**config.mk**
```make
export PLATFORM = sky130hd
export DESIGN_NAME = pinmux_ctrl
export DESIGN_NICKNAME = d
export VERILOG_FILES = /design/src/rtl/pinmux_pkg.sv /design/src/rtl/pinmux_kicker.sv /design/src/rtl/pinmux_regbank.sv /design/src/rtl/pinmux_lane_mux.sv /design/src/rtl/pinmux_ctrl.sv
export SDC_FILE = /design/constraint.sdc
export NUM_CORES = 1
export LEC_CHECK = 0
export BUFFER_PORTS_ARGS = -buffer_cell sky130_fd_sc_hd__buf_2
export CAP_MARGIN = 15
export CORE_UTILIZATION = 49
export DETAILED_ROUTE_END_ITERATION = 10
export HOLD_SLACK_MARGIN = 0.05
export PLACE_DENSITY = 0.81
export SETUP_SLACK_MARGIN = 0.1
export SLEW_MARGIN = 20
export SYNTH_ARGS = -nofsm -noshare
export SYNTH_HDL_FRONTEND = slang
export SYNTH_SLANG_ARGS = --single-unit
```
**constraint.sdc**
```tcl
create_clock -name clk -period 2.7 [get_ports clk]
set_clock_uncertainty 0.2 [all_clocks]
set_input_delay 0.27 -clock clk [delete_from_list [all_inputs] [get_ports clk]]
set_output_delay 0.27 -clock clk [all_outputs]
set_load 0.05 [all_outputs]
```
**src/rtl/pinmux_pkg.sv**
```systemverilog
package pinmux_pkg;

    localparam int LANE_W         = 8;
    localparam int WORD_W         = 32;
    localparam int LANES_PER_WORD = WORD_W / LANE_W;

    localparam int ADDR_KEY0     = 0;
    localparam int ADDR_KEY1     = 1;
    localparam int ADDR_STAT     = 2;
    localparam int ADDR_MUX_BASE = 4;

    typedef struct packed {
        logic data;
        logic oe_n;
        logic drive;
        logic slew;
    } pad_ctl_t;

    typedef enum logic [2:0] {
        TGT_NONE,
        TGT_KEY0,
        TGT_KEY1,
        TGT_STAT,
        TGT_MUX
    } target_t;

    // Writable bits of one lane: the select field only.
    function automatic logic [LANE_W-1:0] lane_mask(input int nsel);
        logic [LANE_W-1:0] m;
        m = '0;
        for (int k = 0; k < LANE_W; k++)
            if (k < nsel) m[k] = 1'b1;
        return m;
    endfunction

    // One-hot select to function index; zero or several bits give function 0.
    function automatic int lane_pick(input logic [LANE_W-1:0] lane, input int nsel);
        int cnt;
        int idx;
        cnt = 0;
        idx = 0;
        for (int k = 0; k < LANE_W; k++) begin
            if (k < nsel && lane[k]) begin
                cnt = cnt + 1;
                idx = k;
            end
        end
        return (cnt == 1) ? idx : 0;
    endfunction

    function automatic logic [WORD_W-1:0] word_reset_value();
        logic [WORD_W-1:0] w;
        for (int l = 0; l < LANES_PER_WORD; l++)
            w[l*LANE_W +: LANE_W] = LANE_W'(1);
        return w;
    endfunction

endpackage

```
**src/rtl/pinmux_kicker.sv**
```systemverilog
module pinmux_kicker #(
    parameter logic [31:0] KEY0 = 32'h83E7_0B13,
    parameter logic [31:0] KEY1 = 32'h95A4_F1E0
) (
    input  logic        clk,
    input  logic        rst,
    input  logic        wr_key0,
    input  logic        wr_key1,
    input  logic [31:0] wdata,
    output logic [31:0] key0_q,
    output logic [31:0] key1_q,
    output logic        unlocked
);

    always_ff @(posedge clk) begin
        if (rst) begin
            key0_q <= '0;
            key1_q <= '0;
        end else begin
            if (wr_key0) key0_q <= wdata;
            if (wr_key1) key1_q <= wdata;
        end
    end

    assign unlocked = (key0_q == KEY0) && (key1_q == KEY1);

    assert_relock0_R7: assert property (@(posedge clk) disable iff (rst)
        (wr_key0 && wdata != KEY0) |=> !unlocked);

    assert_relock1_R7: assert property (@(posedge clk) disable iff (rst)
        (wr_key1 && wdata != KEY1) |=> !unlocked);

endmodule

```
**src/rtl/pinmux_regbank.sv**
```systemverilog
module pinmux_regbank
    import pinmux_pkg::*;
#(
    parameter int NUM_REGS = 2,
    parameter int SEL_W    = 3,
    localparam int IDX_W   = (NUM_REGS > 1) ? $clog2(NUM_REGS) : 1
) (
    input  logic                       clk,
    input  logic                       rst,
    input  logic                       wr_en,
    input  logic [IDX_W-1:0]           wr_idx,
    input  logic [WORD_W-1:0]          wr_data,
    output logic [NUM_REGS*WORD_W-1:0] regs_flat
);

    localparam logic [LANE_W-1:0] LMASK = lane_mask(SEL_W);
    localparam logic [WORD_W-1:0] RSTV  = word_reset_value();

    logic [WORD_W-1:0] regs_q [NUM_REGS];
    logic [WORD_W-1:0] wmask;

    always_comb begin
        for (int l = 0; l < LANES_PER_WORD; l++)
            wmask[l*LANE_W +: LANE_W] = LMASK;
    end

    for (genvar r = 0; r < NUM_REGS; r++) begin : g_reg
        always_ff @(posedge clk) begin
            if (rst)
                regs_q[r] <= RSTV;
            else if (wr_en && wr_idx == IDX_W'(r))
                regs_q[r] <= wr_data & wmask;
        end

        assign regs_flat[r*WORD_W +: WORD_W] = regs_q[r];

        assert_hold_when_blocked_R7: assert property (@(posedge clk) disable iff (rst)
            !(wr_en && wr_idx == IDX_W'(r)) |=> $stable(regs_q[r]));

        assert_unused_zero_R6: assert property (@(posedge clk) disable iff (rst)
            (regs_q[r] & ~wmask) == '0);
    end

endmodule

```
**src/rtl/pinmux_lane_mux.sv**
```systemverilog
module pinmux_lane_mux
    import pinmux_pkg::*;
#(
    parameter int SEL_W = 3
) (
    input  logic              clk,
    input  logic              rst,
    input  logic [LANE_W-1:0] lane,
    input  logic [SEL_W-1:0]  fn_data,
    input  logic [SEL_W-1:0]  fn_oe_n,
    input  logic [SEL_W-1:0]  fn_drive,
    input  logic [SEL_W-1:0]  fn_slew,
    output pad_ctl_t          pad
);

    int sel_idx;

    always_comb begin
        sel_idx    = lane_pick(lane, SEL_W);
        pad.data   = fn_data[sel_idx];
        pad.oe_n   = fn_oe_n[sel_idx];
        pad.drive  = fn_drive[sel_idx];
        pad.slew   = fn_slew[sel_idx];
    end

    assert_fallback_default_R4: assert property (@(posedge clk) disable iff (rst)
        ($countones(lane[SEL_W-1:0]) != 1) |->
            (pad.data == fn_data[0] && pad.oe_n == fn_oe_n[0] &&
             pad.drive == fn_drive[0] && pad.slew == fn_slew[0]));

    assert_onehot_path_R5: assert property (@(posedge clk) disable iff (rst)
        ($countones(lane[SEL_W-1:0]) == 1 && lane[SEL_W-1]) |->
            (pad.data == fn_data[SEL_W-1] && pad.oe_n == fn_oe_n[SEL_W-1]));

endmodule

```
**src/rtl/pinmux_ctrl.sv**
```systemverilog
module pinmux_ctrl
    import pinmux_pkg::*;
#(
    parameter int          NUM_REGS = 2,
    parameter int          SEL_W    = 3,
    parameter logic [31:0] KEY0     = 32'h83E7_0B13,
    parameter logic [31:0] KEY1     = 32'h95A4_F1E0,
    localparam int NUM_PADS = NUM_REGS * LANES_PER_WORD,
    localparam int NFN      = NUM_PADS * SEL_W,
    localparam int IDX_W    = (NUM_REGS > 1) ? $clog2(NUM_REGS) : 1
) (
    input  logic                clk,
    input  logic                rst,
    input  logic                bus_sel,
    input  logic                bus_wr,
    input  logic                bus_priv,
    input  logic [3:0]          bus_addr,
    input  logic [31:0]         bus_wdata,
    output logic [31:0]         bus_rdata,
    output logic                err_pulse,
    input  logic [NFN-1:0]      func_data,
    input  logic [NFN-1:0]      func_oe_n,
    input  logic [NFN-1:0]      func_drive,
    input  logic [NFN-1:0]      func_slew,
    output logic [NUM_PADS-1:0] pad_data,
    output logic [NUM_PADS-1:0] pad_oe_n,
    output logic [NUM_PADS-1:0] pad_drive,
    output logic [NUM_PADS-1:0] pad_slew
);

    target_t    tgt;
    logic       wr_any;
    logic       viol;
    logic       unlocked;
    logic       mux_we;
    logic       stat_clr;
    logic       stat_err;
    logic [IDX_W-1:0]           mux_idx;
    logic [31:0]                key0_q, key1_q;
    logic [NUM_PADS*LANE_W-1:0] mux_flat;

    // Address decode
    always_comb begin
        tgt     = TGT_NONE;
        mux_idx = '0;
        if (int'(bus_addr) == ADDR_KEY0)      tgt = TGT_KEY0;
        else if (int'(bus_addr) == ADDR_KEY1) tgt = TGT_KEY1;
        else if (int'(bus_addr) == ADDR_STAT) tgt = TGT_STAT;
        else if (int'(bus_addr) >= ADDR_MUX_BASE &&
                 int'(bus_addr) <  ADDR_MUX_BASE + NUM_REGS) begin
            tgt     = TGT_MUX;
            mux_idx = IDX_W'(int'(bus_addr) - ADDR_MUX_BASE);
        end
    end

    assign wr_any   = bus_sel && bus_wr;
    assign viol     = wr_any && (!bus_priv || (tgt == TGT_MUX && !unlocked));
    assign mux_we   = wr_any && bus_priv && unlocked && tgt == TGT_MUX;
    assign stat_clr = wr_any && bus_priv && tgt == TGT_STAT && bus_wdata[0];

    pinmux_kicker #(.KEY0(KEY0), .KEY1(KEY1)) u_kick (
        .clk      (clk),
        .rst      (rst),
        .wr_key0  (wr_any && bus_priv && tgt == TGT_KEY0),
        .wr_key1  (wr_any && bus_priv && tgt == TGT_KEY1),
        .wdata    (bus_wdata),
        .key0_q   (key0_q),
        .key1_q   (key1_q),
        .unlocked (unlocked)
    );

    pinmux_regbank #(.NUM_REGS(NUM_REGS), .SEL_W(SEL_W)) u_bank (
        .clk       (clk),
        .rst       (rst),
        .wr_en     (mux_we),
        .wr_idx    (mux_idx),
        .wr_data   (bus_wdata),
        .regs_flat (mux_flat)
    );

    // Error status
    always_ff @(posedge clk) begin
        if (rst) begin
            stat_err  <= 1'b0;
            err_pulse <= 1'b0;
        end else begin
            err_pulse <= viol;
            if (viol)          stat_err <= 1'b1;
            else if (stat_clr) stat_err <= 1'b0;
        end
    end

    // Read path
    always_comb begin
        bus_rdata = '0;
        unique case (tgt)
            TGT_KEY0: bus_rdata = key0_q;
            TGT_KEY1: bus_rdata = key1_q;
            TGT_STAT: bus_rdata = {31'b0, stat_err};
            TGT_MUX:  bus_rdata = mux_flat[int'(mux_idx)*WORD_W +: WORD_W];
            default:  bus_rdata = '0;
        endcase
    end

    // Per-terminal selection
    for (genvar p = 0; p < NUM_PADS; p++) begin : g_pad
        pad_ctl_t ctl;

        pinmux_lane_mux #(.SEL_W(SEL_W)) u_lane (
            .clk      (clk),
            .rst      (rst),
            .lane     (mux_flat[p*LANE_W +: LANE_W]),
            .fn_data  (func_data [p*SEL_W +: SEL_W]),
            .fn_oe_n  (func_oe_n [p*SEL_W +: SEL_W]),
            .fn_drive (func_drive[p*SEL_W +: SEL_W]),
            .fn_slew  (func_slew [p*SEL_W +: SEL_W]),
            .pad      (ctl)
        );

        assign pad_data[p]  = ctl.data;
        assign pad_oe_n[p]  = ctl.oe_n;
        assign pad_drive[p] = ctl.drive;
        assign pad_slew[p]  = ctl.slew;
    end

    assert_viol_flags_R9: assert property (@(posedge clk) disable iff (rst)
        viol |=> (err_pulse && stat_err));

    assert_pulse_implies_sticky_R9: assert property (@(posedge clk) disable iff (rst)
        err_pulse |-> stat_err);

    assert_clear_R10: assert property (@(posedge clk) disable iff (rst)
        (stat_clr && !viol) |=> !stat_err);

    assert_user_no_unlock_R8: assert property (@(posedge clk) disable iff (rst)
        (wr_any && !bus_priv) |=> $stable(key0_q) && $stable(key1_q));

endmodule

```
; Word level (Yosys, flattened, before mapping)
; Memories as Yosys holds them, arrays and structs flattened.
; Index checks and enable logic that the tools add are counted.
[op_classes]
add_sub_neg = 17
multipliers = 0
n_div = 0
magnitude_cmp = 10
n_eq_ne = 16
shifts = 1
n_mux = 165
n_bitwise = 3
n_reduce_logical = 19
[ops]
columns = cell, n
row1 = 2-to-1 mux 32 bit, 32
row2 = adder 32 x 2 -> 32 bit (second input constant), 16
row3 = equality test 32 x 2 -> 1 bit (second input constant), 8
row4 = < comparator 32 x 4 -> 1 bit (second input constant), 8
row5 = one-hot mux 32 bit (4 select lines), 1
row6 = 2-to-1 mux 1 bit, 94
row7 = binary-select mux 1 bit (select 2 bit), 32
row8 = equality test 32 bit (second input constant), 2
row9 = indexed part select 64 x 7 -> 32 bit, 1
row10 = 2-to-1 mux 12 bit, 2
row11 = logical AND 1 bit, 14
row12 = 2-to-1 mux 3 bit, 4
row13 = equality test 3 x 2 -> 1 bit (second input constant), 2
row14 = equality test 4 x 2 -> 1 bit (second input constant), 1
row15 = equality test 4 x 3 -> 1 bit (second input constant), 1
row16 = >= comparator 4 x 3 -> 1 bit (second input constant), 1
row17 = logical NOT 4 bit, 1
row18 = < comparator 4 x 3 -> 1 bit (second input constant), 1
row19 = equality test 3 x 1 -> 1 bit (second input constant), 1
row20 = equality test 3 bit (second input constant), 1
row21 = logical NOT 1 bit, 2
row22 = bitwise OR 1 bit, 2
row23 = nonzero test 2 bit, 1
row24 = logical OR 1 bit, 1
row25 = other kinds (2), 2
[totals]
register_bits = 66
latch_bits = 0
mem_bits_rw = 24
rom_bits = 0
in_bits = 137
out_inout_bits = 65
elab_cells = 236
n_memories = 1
[mem_list]
columns = name, words, word_bits, rd, rd_ports_with_merged_regs, wr, line_no
row1 = u_bank.regs_q, 2, 12, 2, 0, 2, pinmux_regbank.sv:19  ; logic [WORD_W-1:0] regs_q [NUM_REGS];

; Logic depth before layout (Yosys ltp)
; Gate-level depths: netlist (run 1).
[depth]
depth_word = 13
depth_mapped = 7

; Modules after synthesis
; A second synthesis (run 1) with hierarchy kept.
[hier_totals]
hier_cells = 614
area_unflattened_um2 = 5744.3
[by_module_without_submodules]
columns = module, n_inst, cells_each, area_per_inst_um2, seq_area_each_um2
row1 = pinmux_kicker, 1, 228, 2407.3, 1281.2
row2 = pinmux_regbank, 1, 104, 1248.7, 720.7
row3 = pinmux_lane_mux, 8, 19, 132.6, 0.0
row4 = pinmux_ctrl, 1, 130, 1027.2, 40.0

; Least setup slack after synthesis (run 1)
; OpenSTA, ideal clock, no wires.
[synth_path]
path_kind = register -> output
start = memory u_bank.regs_q[1][4] (netlist name)
end = output pad_data[5]
arrival_ps = 2312
slack_ps = -82
stages_incl_launch_ff = 6
path_buffers = 0
path_cell_list = edfxtp_1 -> inv_1 -> ha_1 -> nor4b_1 -> mux2i_1 -> a21oi_1
[synth_rtl]
columns = element, line_no
row1 = from (decl), pinmux_regbank.sv:19
row2 = to (decl), pinmux_ctrl.sv:25  ; output logic [NUM_PADS-1:0] pad_data,

==> impl_metrics.toml, run 1 <==
[status]
outcome = "finished, final reports clean"

[worst_setup_path]
critPathRequiredTime_ns = 2.23
critPathLaunchType = "register"
crit_type = "reg -> out"
endpoint_kind = "output pin"
crit_arrival_ns = 2.09
crit_path_max_fanout = 4
r2r_slack_ns = 0.32

[drt]
vias = 5407
final_antenna_net_count = 0
wl_per_cell_um = 16.6
wl_um = 16000
drt_iter0_markers = 322
viasPerCell = 5.61
drc = 0
drt_first_pass_iters = 6

[timing]
min_period_ns = 2.56
fmax_ghz = 0.390
tns_ns = 0
fin_ws_ns = 0.139
slew-limit-headroom = 0.567
drv_slew = 0
hold_viol = 0
final.period_utilization = 0.949
finalSetupViolations = 0
rsz0062_at_grt = "yes"
worst_pin_slew_ns = 0.648

[power_and_ir_drop]
leakage_nw = 2.99
ir_drop_mv = 0.314
total_power_mw = 3.06
p_per_area_nw_per_um2 = 438

[logic_synthesis]
synth-edff-count = 24
synth_nets = 746
syn_area_um2 = 5070
synth-seq-area-share = 0.403
yosysUniqueCellTypes = 38
yosysWarnings = 0
async_flop_share = 0
ys_ff_latch = 90
syn_inst = 593
synth_ff_type = "dfxtp_1"
avgSynthCellArea_um2 = 8.55

[clocking]
cts_tree = "done"
cts_root_buf = "clkbuf_8"
cts.path.max_buffers = 2
htree_levels = 3
cts_sinks = 90
clk_pin_slew_ns = 0.09
cts_buffers = 9
clk_latency_ns = 0.37

[grt]
grt_use_met3 = 0.0617
gr-usage-met1 = 0.326
overflow = 0
grt_antenna_before_repair = 0
grt_use_met2 = 0.525
grt_pass1_wl_um = 25000
grt_pass1_vias = 5202
grt_max_degree = 40
busiest_layer = "met2"
grtUsageTotal = 0.289

[floorplanning]
coreArea_um2 = 9910
initial_core_util = 0.512
fp.dieH_um = 104
dieArea_um2 = 10800
io_pins = 202
num_rows = 36
die_w_um = 104

[cells_and_area]
stdcell_area_um2 = 6990
antennaDiodeCount = 0
layout-drive-gt1-share = 0.327
final_cells = 963
final_cell_mix = "buf_2, nand2_1, a21oi_1"
syn_to_final_growth_pct = 37.9
final_common_cell = "buf_2"
layout.nets = 978

[placed_design]
io_buffers = 201
place_ws_ns = 0.302
place_inst = 908
gp_congestion = 0.866
hpwl_um = 11300
placed_area_um2 = 6250

[worst_hold_path]
hold_class = "in -> reg"

[run]
drv_cap = 0
-- what timing repair did --
action                                 4_1_cts  5_1_grt
setup endpoints to repair                   12       21
hold buffers                                33        0
endpoints found under the hold margin       70        0
pin swaps                                    0        7
gates resized for setup                     10       36
buffers inserted                             2        4
-- power breakdown --
group          internal, mW  leakage, nW  total (mW)  switching (mW)
Sequential             1.41        0.764        1.43          0.0223
Combinational         0.263         2.12       0.669           0.407
Clock                 0.499        0.107       0.962           0.463
Total                  2.17         2.99        3.06           0.892
-- per-stage QoR --
stage          hold slack (ns)   util
4_1_cts                 0.0673  0.691
3_5_place_dp             0.262  0.631
3_3_place_gp             0.252  0.631
6_report                0.0892  0.706
2_1_floorplan            0.172      -
5_1_grt                 0.0930  0.706
-- cells in the mapped netlist, types with 11 or more instances --
cell	number	area (µm²)
mux2i_1	42	420
buf_2	12	60.1
clkbuf_1	25	93.8
edfxtp_1	24	721
and4_1	18	158
a21oi_1	88	440
nand2_1	139	522
inv_1	17	63.8
dfxtp_1	66	1320
a22o_1	20	175
a221o_1	11	110
nor2_1	39	146
ha_1	16	200
-- cell type report --
type	count	area [µm²]
Clock buffer	16	213
Fill cell	802	2920
Inverter	17	63.8
Multi-Input combinational cell	446	2900
Sequential cell	90	2040
Tap cell	133	166
Timing Repair Buffer	261	1610
-- flip-flops by register name, indices dropped and copies added, names as in the netlist --
register / flops
u_kick.key0_q: 32
u_kick.key1_q: 32
u_bank.regs_q: 24
err_pulse: 1
stat_err: 1
-- cells by family after synthesis --
family | Yosys count | synth area share
and+or+nand+nor | 250 | 0.255
DFF | 90 | 0.403
buffers and inverters | 57 | 0.0496
AOI/OAI and AO/OA | 138 | 0.171
muxes | 42 | 0.0829
adders and majority gates | 16 | 0.0395
-- final timing paths --
path / from / to / depth (start not counted)
max: u_bank.regs_q[1][4]$_SDFFCE_PN0P_ / pad_slew[5] / 6
min: bus_wr / err_pulse$_SDFF_PP0_ / 3
max reg2reg: u_kick.key1_q[26]$_SDFFE_PP0P_ / u_bank.regs_q[0][8]$_SDFFCE_PN0P_ / 4
min reg2reg: u_kick.key0_q[19]$_SDFFE_PP0P_ / u_kick.key0_q[19]$_SDFFE_PP0P_ / 2
-- worst max-delay path, cell delays in order (launching register included) --
cell,delay (ns)
edfxtp_1,0.44
inv_2,0.11
ha_1,0.24
nand3b_1,0.31
mux2i_1,0.19
o21ai_1,0.14
buf_2,0.29
-- per-layer routing --
layer | wire length (µm) | up-vias
met5 | 0 | -
met4 | 455 | 0
met3 | 1150 | 43
met2 | 8220 | 256
met1 | 6190 | 2511
li1 | - | 2597
Note: power is estimated with default switching activity, not from simulation.
==> run 2: changes to the inputs <==
--- a/config.mk
+++ b/config.mk
@@ -7,6 +7,7 @@
 export LEC_CHECK = 0
 export BUFFER_PORTS_ARGS = -buffer_cell sky130_fd_sc_hd__buf_2
 export CAP_MARGIN = 15
+export CORE_ASPECT_RATIO = 1.4
 export CORE_UTILIZATION = 49
 export DETAILED_ROUTE_END_ITERATION = 10
 export HOLD_SLACK_MARGIN = 0.05
==> impl_metrics.toml, run 2 (synthesized netlist as in run 1, its figures left out) <==
[status]
outcome = "finished, final reports clean"

[power_and_ir_drop]
p_per_area_nw_per_um2 = 476
leakage_nw = 3.02
ir_drop_mv = 0.470

[grt]
grt_max_degree = 39
grtUsageTotal = 0.293
overflow = 0
grt_antenna_before_repair = 1
grt_pass1_vias = 5185
grt_pass1_wl_um = 24300

[timing]
hold_viol = 0
finalSetupViolations = 0
drv_slew = 0
min_period_ns = 2.51
slew-limit-headroom = 0.530
worst_pin_slew_ns = 0.703
fmax_ghz = 0.398
hold_ws_ns = 0.107
fin_ws_ns = 0.190
tns_ns = 0
rsz0062_at_grt = "yes"
final.period_utilization = 0.929

[drt]
drt_iter0_markers = 396
drt_first_pass_iters = 5
vias = 5349
wl_per_cell_um = 16.1
final_antenna_net_count = 0
drc = 0
viasPerCell = 5.55
wl_um = 15600

[cells_and_area]
final_cells = 964
final_common_cell = "buf_2"
layout.nets = 976
syn_to_final_growth_pct = 37.5
fin_util = 0.697
final_cell_mix = "buf_2, nand2_1, a21oi_1"
layout-drive-gt1-share = 0.310
reg_top3 = "u_kick.key0_q x32, u_kick.key1_q x32, u_bank.regs_q x24"

[worst_setup_path]
crit_path_max_fanout = 6
crit_start = "u_bank.regs_q[1][4]$_SDFFCE_PN0P_"
endpoint_kind = "output pin"
r2r-start = "u_kick.key0_q[4]$_SDFFE_PP0P_"
critPathLaunchType = "register"
crit_arrival_ns = 2.04
crit_type = "reg -> out"
critPathRequiredTime_ns = 2.23

[floorplanning]
coreArea_um2 = 10000
io_pins = 202
die_w_um = 88.0
num_rows = 43
initial_core_util = 0.507
fp.dieH_um = 122
dieArea_um2 = 10800

[clocking]
cts_sinks = 90
cts_root_buf = "clkbuf_16"
cts_tree = "done"
clk_latency_ns = 0.34
htree_levels = 3
cts.path.max_buffers = 2
cts_buffers = 9
clk_pin_slew_ns = 0.06

[placed_design]
hpwl_um = 11500
io_buffers = 201
place_inst = 911
gp_congestion = 0.901
place_ws_ns = 0.341

[worst_hold_path]
min_from = "bus_wr"
hold_class = "in -> reg"

[run]
drv_cap = 0
[run 2: final cells by class]
type                    count  area, µm²
diodes                      1       2.50
clock buffers              15        299
clock inverters             1       5.00
fillers                   825       3030
inverters                  17       63.8
multi-input cells         446       2830
flip-flops and latches     90       2040
well taps                 135        169
repair buffers            259       1560
[run 2: critical path: stages (launching register included)]
cell      delay (ns)
edfxtp_1        0.42
inv_1           0.11
ha_1            0.24
nand3b_1        0.32
mux2i_1         0.19
o21ai_1         0.12
buf_2           0.29
[run 2: per-stage QoR]
step / total power [mW] / instance area [µm²]
final: 3.32 / 6970
after global routing: 3.42 / 6970
after CTS: 3.32 / 6930
after detailed placement: 2.04 / 6270
after global placement: 2.02 / 6270
after floorplan: 1.82 / 5080
[run 2: worst paths after layout]
| check | slack, ns | endpoint | cells after the start |
|---|---|---|---|
| min reg2reg | 0.27 | u_kick.key0_q[4]$_SDFFE_PP0P_ | 2 |
| min | 0.11 | err_pulse$_SDFF_PP0_ | 3 |
| max reg2reg | 0.42 | u_bank.regs_q[0][4]$_SDFFCE_PN0P_ | 4 |
| max | 0.19 | pad_slew[5] | 6 |
[run 2: power by group]
| group | leakage [nW] | internal [mW] | switching (mW) |
|---|---|---|---|
| registers | 0.764 | 1.41 | 0.0211 |
| clock network | 0.151 | 0.755 | 0.494 |
| logic | 2.10 | 0.243 | 0.396 |
| total | 3.02 | 2.41 | 0.911 |
[run 2: layer usage]
| metal | global-route usage | wire length [µm] | vias to the layer above |
|---|---|---|---|
| met5 | 0 | 0 | - |
| met4 | 0.148 | 402 | 0 |
| met3 | 0.0599 | 1260 | 33 |
| met2 | 0.523 | 8040 | 253 |
| met1 | 0.324 | 5860 | 2469 |
| li1 | - | - | 2594 |
[run 2: repair_timing]
| action | 4_1_cts | 5_1_grt |
|---|---|---|
| gates resized for setup | 6 | 6 |
| endpoints found under the hold margin | 67 | 0 |
| setup buffers | 0 | 3 |
| hold buffers | 33 | 0 |
| gates cloned | 0 | 0 |
| setup endpoints to repair | 12 | 14 |
